### src/rtl/fanmon_pkg.sv
// Package: shared offsets and source indices for the fan-monitor register file.
// Assumes byte addresses of 32-bit words; only offsets that software decodes are fixed here.
package fanmon_pkg;

    localparam logic [7:0] OFF_VERSION = 8'h00;
    localparam logic [7:0] OFF_MASK    = 8'h40;
    localparam logic [7:0] OFF_PEND    = 8'h44;
    localparam logic [7:0] OFF_SRC     = 8'h48;
    localparam logic [7:0] OFF_RUN     = 8'h80;
    localparam logic [7:0] OFF_DUTY    = 8'h84;
    localparam logic [7:0] OFF_TPER    = 8'h88;
    localparam logic [7:0] OFF_TTOL    = 8'h8C;
    localparam logic [7:0] OFF_PPER    = 8'hC0;
    localparam logic [7:0] OFF_TMEAS   = 8'hC4;
    localparam logic [7:0] OFF_TEMP    = 8'hC8;

    // Interrupt source bit positions
    localparam int SRC_DUTY_CHG = 0;
    localparam int SRC_TACH_ERR = 1;
    localparam int SRC_TEMP_UP  = 2;
    localparam int SRC_NEW_MEAS = 3;

    typedef enum logic [3:0] {
        SEL_NONE,
        SEL_VERSION,
        SEL_MASK,
        SEL_PEND,
        SEL_SRC,
        SEL_RUN,
        SEL_DUTY,
        SEL_TPER,
        SEL_TTOL,
        SEL_PPER,
        SEL_TMEAS,
        SEL_TEMP
    } reg_sel_e;

endpackage

### src/rtl/fanmon_addr_dec.sv
// Module: address decoder.
// Maps a byte address to a register select. Any address that does not match
// a word offset exactly, including an unaligned one, maps to SEL_NONE.
module fanmon_addr_dec
    import fanmon_pkg::*;
#(
    parameter int ADDR_W = 8
) (
    input  logic [ADDR_W-1:0] addr_i,
    output reg_sel_e          sel_o
);

    // Compare the full address against every known offset
    always_comb begin
        sel_o = SEL_NONE;
        if      (addr_i == ADDR_W'(OFF_VERSION)) sel_o = SEL_VERSION;
        else if (addr_i == ADDR_W'(OFF_MASK))    sel_o = SEL_MASK;
        else if (addr_i == ADDR_W'(OFF_PEND))    sel_o = SEL_PEND;
        else if (addr_i == ADDR_W'(OFF_SRC))     sel_o = SEL_SRC;
        else if (addr_i == ADDR_W'(OFF_RUN))     sel_o = SEL_RUN;
        else if (addr_i == ADDR_W'(OFF_DUTY))    sel_o = SEL_DUTY;
        else if (addr_i == ADDR_W'(OFF_TPER))    sel_o = SEL_TPER;
        else if (addr_i == ADDR_W'(OFF_TTOL))    sel_o = SEL_TTOL;
        else if (addr_i == ADDR_W'(OFF_PPER))    sel_o = SEL_PPER;
        else if (addr_i == ADDR_W'(OFF_TMEAS))   sel_o = SEL_TMEAS;
        else if (addr_i == ADDR_W'(OFF_TEMP))    sel_o = SEL_TEMP;
    end

endmodule

### src/rtl/fanmon_cfg_regs.sv
// Module: writable configuration registers.
// Holds the run bit and three full-width datapath settings. Assumes wr_en is
// already qualified as a bus write strobe.
module fanmon_cfg_regs
    import fanmon_pkg::*;
#(
    parameter int DATA_W = 32
) (
    input  logic              clk,
    input  logic              rst_n,
    input  logic              wr_en,
    input  reg_sel_e          sel_i,
    input  logic [DATA_W-1:0] wdata_i,
    output logic              run_q,
    output logic [DATA_W-1:0] duty_q,
    output logic [DATA_W-1:0] tper_q,
    output logic [DATA_W-1:0] ttol_q
);

    // Run control: only bit 0 is stored
    always_ff @(posedge clk) begin
        if (!rst_n)                       run_q <= 1'b0;
        else if (wr_en && sel_i == SEL_RUN) run_q <= wdata_i[0];
    end

    // PWM high time
    always_ff @(posedge clk) begin
        if (!rst_n)                          duty_q <= '0;
        else if (wr_en && sel_i == SEL_DUTY) duty_q <= wdata_i;
    end

    // Expected tach period
    always_ff @(posedge clk) begin
        if (!rst_n)                          tper_q <= '0;
        else if (wr_en && sel_i == SEL_TPER) tper_q <= wdata_i;
    end

    // Tach tolerance
    always_ff @(posedge clk) begin
        if (!rst_n)                          ttol_q <= '0;
        else if (wr_en && sel_i == SEL_TTOL) ttol_q <= wdata_i;
    end

endmodule

### src/rtl/fanmon_irq_ctrl.sv
// Module: interrupt latches, mask and level output.
// Each source has a sticky latch that its pulse sets and a write-1 clears.
// The pulse wins over a clear in the same cycle. A mask bit of 1 hides its source.
module fanmon_irq_ctrl #(
    parameter int NUM_SRC = 4
) (
    input  logic               clk,
    input  logic               rst_n,
    input  logic [NUM_SRC-1:0] event_i,
    input  logic               mask_wr,
    input  logic               clr_wr,
    input  logic [NUM_SRC-1:0] wbits_i,
    output logic [NUM_SRC-1:0] mask_q,
    output logic [NUM_SRC-1:0] latch_q,
    output logic               irq_o
);

    // Mask register: resets to all sources masked
    always_ff @(posedge clk) begin
        if (!rst_n)       mask_q <= '1;
        else if (mask_wr) mask_q <= wbits_i;
    end

    for (genvar k = 0; k < NUM_SRC; k++) begin : g_src
        // Per-source latch: set has priority over write-1-to-clear
        always_ff @(posedge clk) begin
            if (!rst_n)                    latch_q[k] <= 1'b0;
            else if (event_i[k])           latch_q[k] <= 1'b1;
            else if (clr_wr && wbits_i[k]) latch_q[k] <= 1'b0;
        end
    end

    // Level interrupt from unmasked latches
    always_comb irq_o = |(latch_q & ~mask_q);

endmodule

### src/rtl/fanmon_regs.sv
// Module: fan-monitor register file top.
// Decodes one word access per cycle. A read returns registered data one cycle
// after its strobe. A read and a write in the same cycle see the values before the write.
module fanmon_regs
    import fanmon_pkg::*;
#(
    parameter int         ADDR_W    = 8,
    parameter int         DATA_W    = 32,
    parameter int         NUM_SRC   = 4,
    parameter logic [7:0] VER_MAJOR = 8'd1,
    parameter logic [7:0] VER_MINOR = 8'd0,
    parameter logic [7:0] VER_PATCH = 8'h61
) (
    input  logic               clk,
    input  logic               rst_n,
    input  logic               bus_wr_en,
    input  logic               bus_rd_en,
    input  logic [ADDR_W-1:0]  bus_addr,
    input  logic [DATA_W-1:0]  bus_wdata,
    output logic [DATA_W-1:0]  bus_rdata,
    output logic               bus_rd_valid,
    input  logic [NUM_SRC-1:0] event_pulse,
    input  logic [DATA_W-1:0]  pwm_period_i,
    input  logic [DATA_W-1:0]  tach_meas_i,
    input  logic [DATA_W-1:0]  temp_code_i,
    output logic               run_o,
    output logic [DATA_W-1:0]  duty_o,
    output logic [DATA_W-1:0]  tach_expect_o,
    output logic [DATA_W-1:0]  tach_tol_o,
    output logic               irq_o
);

    localparam logic [23:0] VERSION_WORD = {VER_MAJOR, VER_MINOR, VER_PATCH};

    reg_sel_e          sel;
    logic [NUM_SRC-1:0] mask_q;
    logic [NUM_SRC-1:0] latch_q;
    logic [DATA_W-1:0]  rd_mux;

    fanmon_addr_dec #(.ADDR_W(ADDR_W)) u_dec (
        .addr_i (bus_addr),
        .sel_o  (sel)
    );

    fanmon_cfg_regs #(.DATA_W(DATA_W)) u_cfg (
        .clk     (clk),
        .rst_n   (rst_n),
        .wr_en   (bus_wr_en),
        .sel_i   (sel),
        .wdata_i (bus_wdata),
        .run_q   (run_o),
        .duty_q  (duty_o),
        .tper_q  (tach_expect_o),
        .ttol_q  (tach_tol_o)
    );

    fanmon_irq_ctrl #(.NUM_SRC(NUM_SRC)) u_irq (
        .clk     (clk),
        .rst_n   (rst_n),
        .event_i (event_pulse),
        .mask_wr (bus_wr_en && sel == SEL_MASK),
        .clr_wr  (bus_wr_en && sel == SEL_PEND),
        .wbits_i (bus_wdata[NUM_SRC-1:0]),
        .mask_q  (mask_q),
        .latch_q (latch_q),
        .irq_o   (irq_o)
    );

    // Read multiplexer; unmapped addresses give zero
    always_comb begin
        case (sel)
            SEL_VERSION: rd_mux = DATA_W'(VERSION_WORD);
            SEL_MASK:    rd_mux = DATA_W'(mask_q);
            SEL_PEND:    rd_mux = DATA_W'(latch_q & ~mask_q);
            SEL_SRC:     rd_mux = DATA_W'(latch_q);
            SEL_RUN:     rd_mux = DATA_W'(run_o);
            SEL_DUTY:    rd_mux = duty_o;
            SEL_TPER:    rd_mux = tach_expect_o;
            SEL_TTOL:    rd_mux = tach_tol_o;
            SEL_PPER:    rd_mux = pwm_period_i;
            SEL_TMEAS:   rd_mux = tach_meas_i;
            SEL_TEMP:    rd_mux = temp_code_i;
            default:     rd_mux = '0;
        endcase
    end

    // Registered read response, zero when no read is returned
    always_ff @(posedge clk) begin
        if (!rst_n) begin
            bus_rd_valid <= 1'b0;
            bus_rdata    <= '0;
        end else begin
            bus_rd_valid <= bus_rd_en;
            bus_rdata    <= bus_rd_en ? rd_mux : '0;
        end
    end

endmodule

### config.mk
export PLATFORM = sky130hd
export DESIGN_NAME = fanmon_regs
export DESIGN_NICKNAME = d
export VERILOG_FILES = /design/src/rtl/fanmon_pkg.sv /design/src/rtl/fanmon_addr_dec.sv /design/src/rtl/fanmon_cfg_regs.sv /design/src/rtl/fanmon_irq_ctrl.sv /design/src/rtl/fanmon_regs.sv
export SDC_FILE = /design/constraint.sdc
export NUM_CORES = 1
export LEC_CHECK = 0
export BUFFER_PORTS_ARGS = -buffer_cell sky130_fd_sc_hd__buf_2
export CORE_ASPECT_RATIO = 0.75
export CORE_MARGIN = 1
export CORE_UTILIZATION = 50
export CTS_BUF_LIST = sky130_fd_sc_hd__clkbuf_4
export CTS_CLUSTER_DIAMETER = 50
export DETAILED_ROUTE_END_ITERATION = 16
export PLACE_DENSITY_LB_ADDON = 0.25
export SLEW_MARGIN = 40
export SYNTH_ARGS = -nofsm -noshare
export SYNTH_HDL_FRONTEND = slang
export SYNTH_SLANG_ARGS = --single-unit
### constraint.sdc
create_clock -name clk -period 1.8 [get_ports clk]
set_input_delay 0.27 -clock clk [delete_from_list [all_inputs] [get_ports clk]]
set_output_delay 0.27 -clock clk [all_outputs]
set_load 0.005 [all_outputs]
==> metrics <==
relative contribution of combinational cells to total power around 11%; switching fraction of total power between 20% and 30%; Util after Layout 72.43%; clock latency at the later pin of the worst-skew pair around 0.54 ns; source of the worst register-to-register timing path u_cfg.tper_q[17]; post-CTS setup buffer count 0; area of the mapped netlist a little under 0.007 mm²; fraction of the cycle the final worst path needs 96.57%; placer congestion estimate just under 1; commonest register cell after synthesis dfxtp_1; post-detailed-route DRC marker count 0; Routed wire per std cell around 20 µm; Yosys top cell by area dfxtp_1; number of primary I/O pins ~280; Final Max Slew Viols 0; total non-filler cell area in the finished layout around 0.0095 mm²; number of sinks handled by clock tree synthesis 138; Max transition margin 53.82%; footprint of the multi-input gates between 0.003 and 0.004 mm²; CTS HTree Levels 4; number of port buffers between 200 and 300; synthesized flop and latch total ~140; CTS max path bufs 2; Total Routed Length around 26000 µm; fraction of layout instances using a drive strength above 1 35.56%; Clk Tree Root Cell clkbuf_4; worst hold-check slack 0.02911 ns; P_leak around 4.1 nW; total global-route track usage 36.68%; die width ~140 µm; fraction of registers with async set/reset 0%; min-delay src bus_rd_en; count of flip-flops with a built-in enable after synthesis 0; DP Worst Slack -0.08473 ns; cell with the largest stage delay on the worst path dfxtp_1; Worst VDD drop 0.5180 mV; max-cap violation count 0; final-layout fill cell count 1063; global route overflow 0; internal power contribution between 4 and 5 mW; area enclosed by the die boundary approximately 0.014 mm²; number of warnings issued by yosys 0; fraction of the yosys area taken by sequential cells a little over 40%; endpoint kind of the worst setup timing path output pin; number of antenna violations at the first check in global routing 0; Distinct cells, synth 58; gate count after technology mapping approximately 800; nets about 1300; vertical extent of the die about 100 µm; Data arrival, critical path roughly 1.5 ns; highest clock rate 0.5753 GHz; kind of path behind the tightest hold check in -> reg; Critical Path Max Stage Delay ~0.42 ns; critical path launch point type flip-flop; number of clock buffers inserted by TritonCTS 17; sequential cell area between 0.002 and 0.003 mm²; worst setup path start u_irq.mask_q[2]; Avg Cell Area, Syn around 8.3 µm²; time the final worst path needs with I/O delays and setup 1.738 ns; HPWL after detailed placement 18690 µm; total count of hold-check failures in the final report 0; total power density per cell area ~680 mW/mm²; top-area cell type share of the netlist area 40.70%; post-synthesis to final-layout area growth 39.87%; Avg Vias per Cell 5.784; Setup CP Type reg -> out; number of iterations in the first detailed-routing pass 5; placement-stage cell area just under 0.009 mm²; setup ws final ~0.06 ns; net count after synthesis about 960; critical path fanouts, max 4; critical-path cell list o22ai_1, a221o_1, buf_2; effective utilization at floorplan approximately half; share of power burned in the clock network approximately 41%; outcome complete, no violations; data required time at the worst endpoint 1.53 ns; most area-consuming cells after synthesis dfxtp_1 (41%), nand2_1 (12%), a21boi_0 (9.0%), mux2_2 (3.0%), clkbuf_1 (2.5%); Detail Route Antenna Nets 0; share of total power in sequential cells a little under half; vias in the first global route 7197; Core Region between 0.01 and 0.015 mm²; largest net degree at the start of global routing 106; slew of the pin with the lowest slew margin between 0.6 and 0.7 ns; CTS tree yes; first-iteration detailed-routing DRC count 656; Switching Power around 1.6 mW; RSZ-0062 raised after global routing false; Clock Pin Slew Worst Setup and Hold Paths 0.13 ns; final setup skew approximately 0.016 ns; first-pass GRT wire length 38690 µm; std cell rows 36; via count ~7700; number of endpoints failing setup at the final stage 0
==> per-layer routing <==
metal / track usage (%) / wire length [µm]
met5: 0 / 0
met4: 16.58 / 846
met3: 9.587 / 2781
met2: 56.89 / 11570
met1: 48.08 / 10720
==> state kept, by name, summed over array words and instances (netlist names) <==
name and count:
u_cfg.duty_q 32, u_cfg.tper_q 32, bus_rd_valid 1, bus_rdata 32, u_irq.mask_q 4, u_irq.latch_q 4
u_cfg.ttol_q 32, u_cfg.run_q 1
==> area by class of cell <==
cell class              count  share of cell area [%]
multi-input cells         596                   39.26
clock inverters            13                   2.557
diodes                      1                 0.02636
well taps                 171                   2.254
inverters                   7                  0.2768
repair buffers            382                   25.17
clock buffers              17                   1.344
flip-flops and latches    138                   29.11
==> critical path, delay by kind of cell, from the launching register on <==
kind	cells	cell delay, ns
AO/OA/AOI/OAI	2	0.37
buffers and inverters	1	0.13
flip-flops	1	0.42
==> cells by family after synthesis <==
kind of cell,synth area share [%]
compound gates,24.15
mux,5.493
flops,40.70
simple gates,24.74
buf+inv,4.922
==> worst paths after layout <==
kind	endpoint	slack [ns]	cells past startpoint
max	irq_o	0.06	3
min	bus_rd_valid	0.03	2
max reg2reg	bus_rdata[17]	0.46	4
min reg2reg	bus_rdata[31]	0.47	2
==> power groups by stage <==
stage                     combinational (mW)  clock (mW)  sequential (mW)
final                                  0.717        2.62             3.07
after detailed placement               0.642           0             3.14
after floorplan                        0.276           0             3.14
after global routing                   0.759        2.77             3.07
after CTS                              0.700        2.63             3.07
after global placement                 0.638           0             3.14
==> cells in the mapped netlist (2+ instances only) <==
master	instances
a211o_1	3
a21boi_0	81
a21boi_1	19
a21o_1	2
a21oi_1	22
a221oi_1	3
a22o_1	12
a22oi_1	20
a31oi_1	12
a32o_1	4
a32oi_1	6
a41oi_1	2
and2_1	2
and3_1	21
and4_1	7
buf_1	2
buf_2	20
buf_4	3
clkbuf_1	46
dfxtp_1	138
inv_1	7
mux2_2	18
mux2i_1	17
nand2_1	215
nand2b_1	6
nand3_1	9
nand3b_1	4
nand4_1	4
nand4b_1	10
nand4bb_1	2
nor2_1	15
nor2b_1	8
nor3_1	5
nor3b_1	14
nor4_1	3
o21a_1	4
o21ai_0	8
o22ai_1	2
o2bb2ai_1	7
o31ai_1	5
o41ai_1	6
or4bb_1	3
==> cells in the final DEF (no fill, tap or decap), types with 5 or more instances in the layout <==
cell,Yosys,routed
buf_2,20,274
nand2_1,215,215
dfxtp_1,138,137
a21boi_0,81,81
buf_4,3,65
dlygate4sd3_1,0,33
a21oi_1,22,22
and3_1,21,21
a22oi_1,20,20
a21boi_1,19,19
mux2_2,18,18
mux2i_1,17,17
clkbuf_4,0,17
nor2_1,15,15
nor3b_1,14,14
a31oi_1,12,12
a22o_1,12,12
nand4b_1,10,10
buf_12,0,10
nand3_1,9,8
o21ai_0,8,8
inv_1,7,7
nor2b_1,8,7
and4_1,7,7
o2bb2ai_1,7,7
nand2b_1,6,6
o41ai_1,6,6
a32oi_1,6,6
bufinv_16,0,6
o31ai_1,5,5
==> metrics by stage <==
step	cells	TNS, ns	total power [mW]
after global placement	1261	-0.5077	3.778
after floorplan	813	0	3.413
after detailed placement	1261	-1.268	3.781
after global routing	1324	0	6.605
final	1325	0	6.412
after CTS	1324	0	6.405
==> repair_timing <==
action / CTS / global route
endpoints found under the hold margin: 84 / 0
hold buffers: 33 / 0
setup endpoints to repair: 0 / 1
resized for setup: 0 / 1
Power figures use the tool's default switching activity.
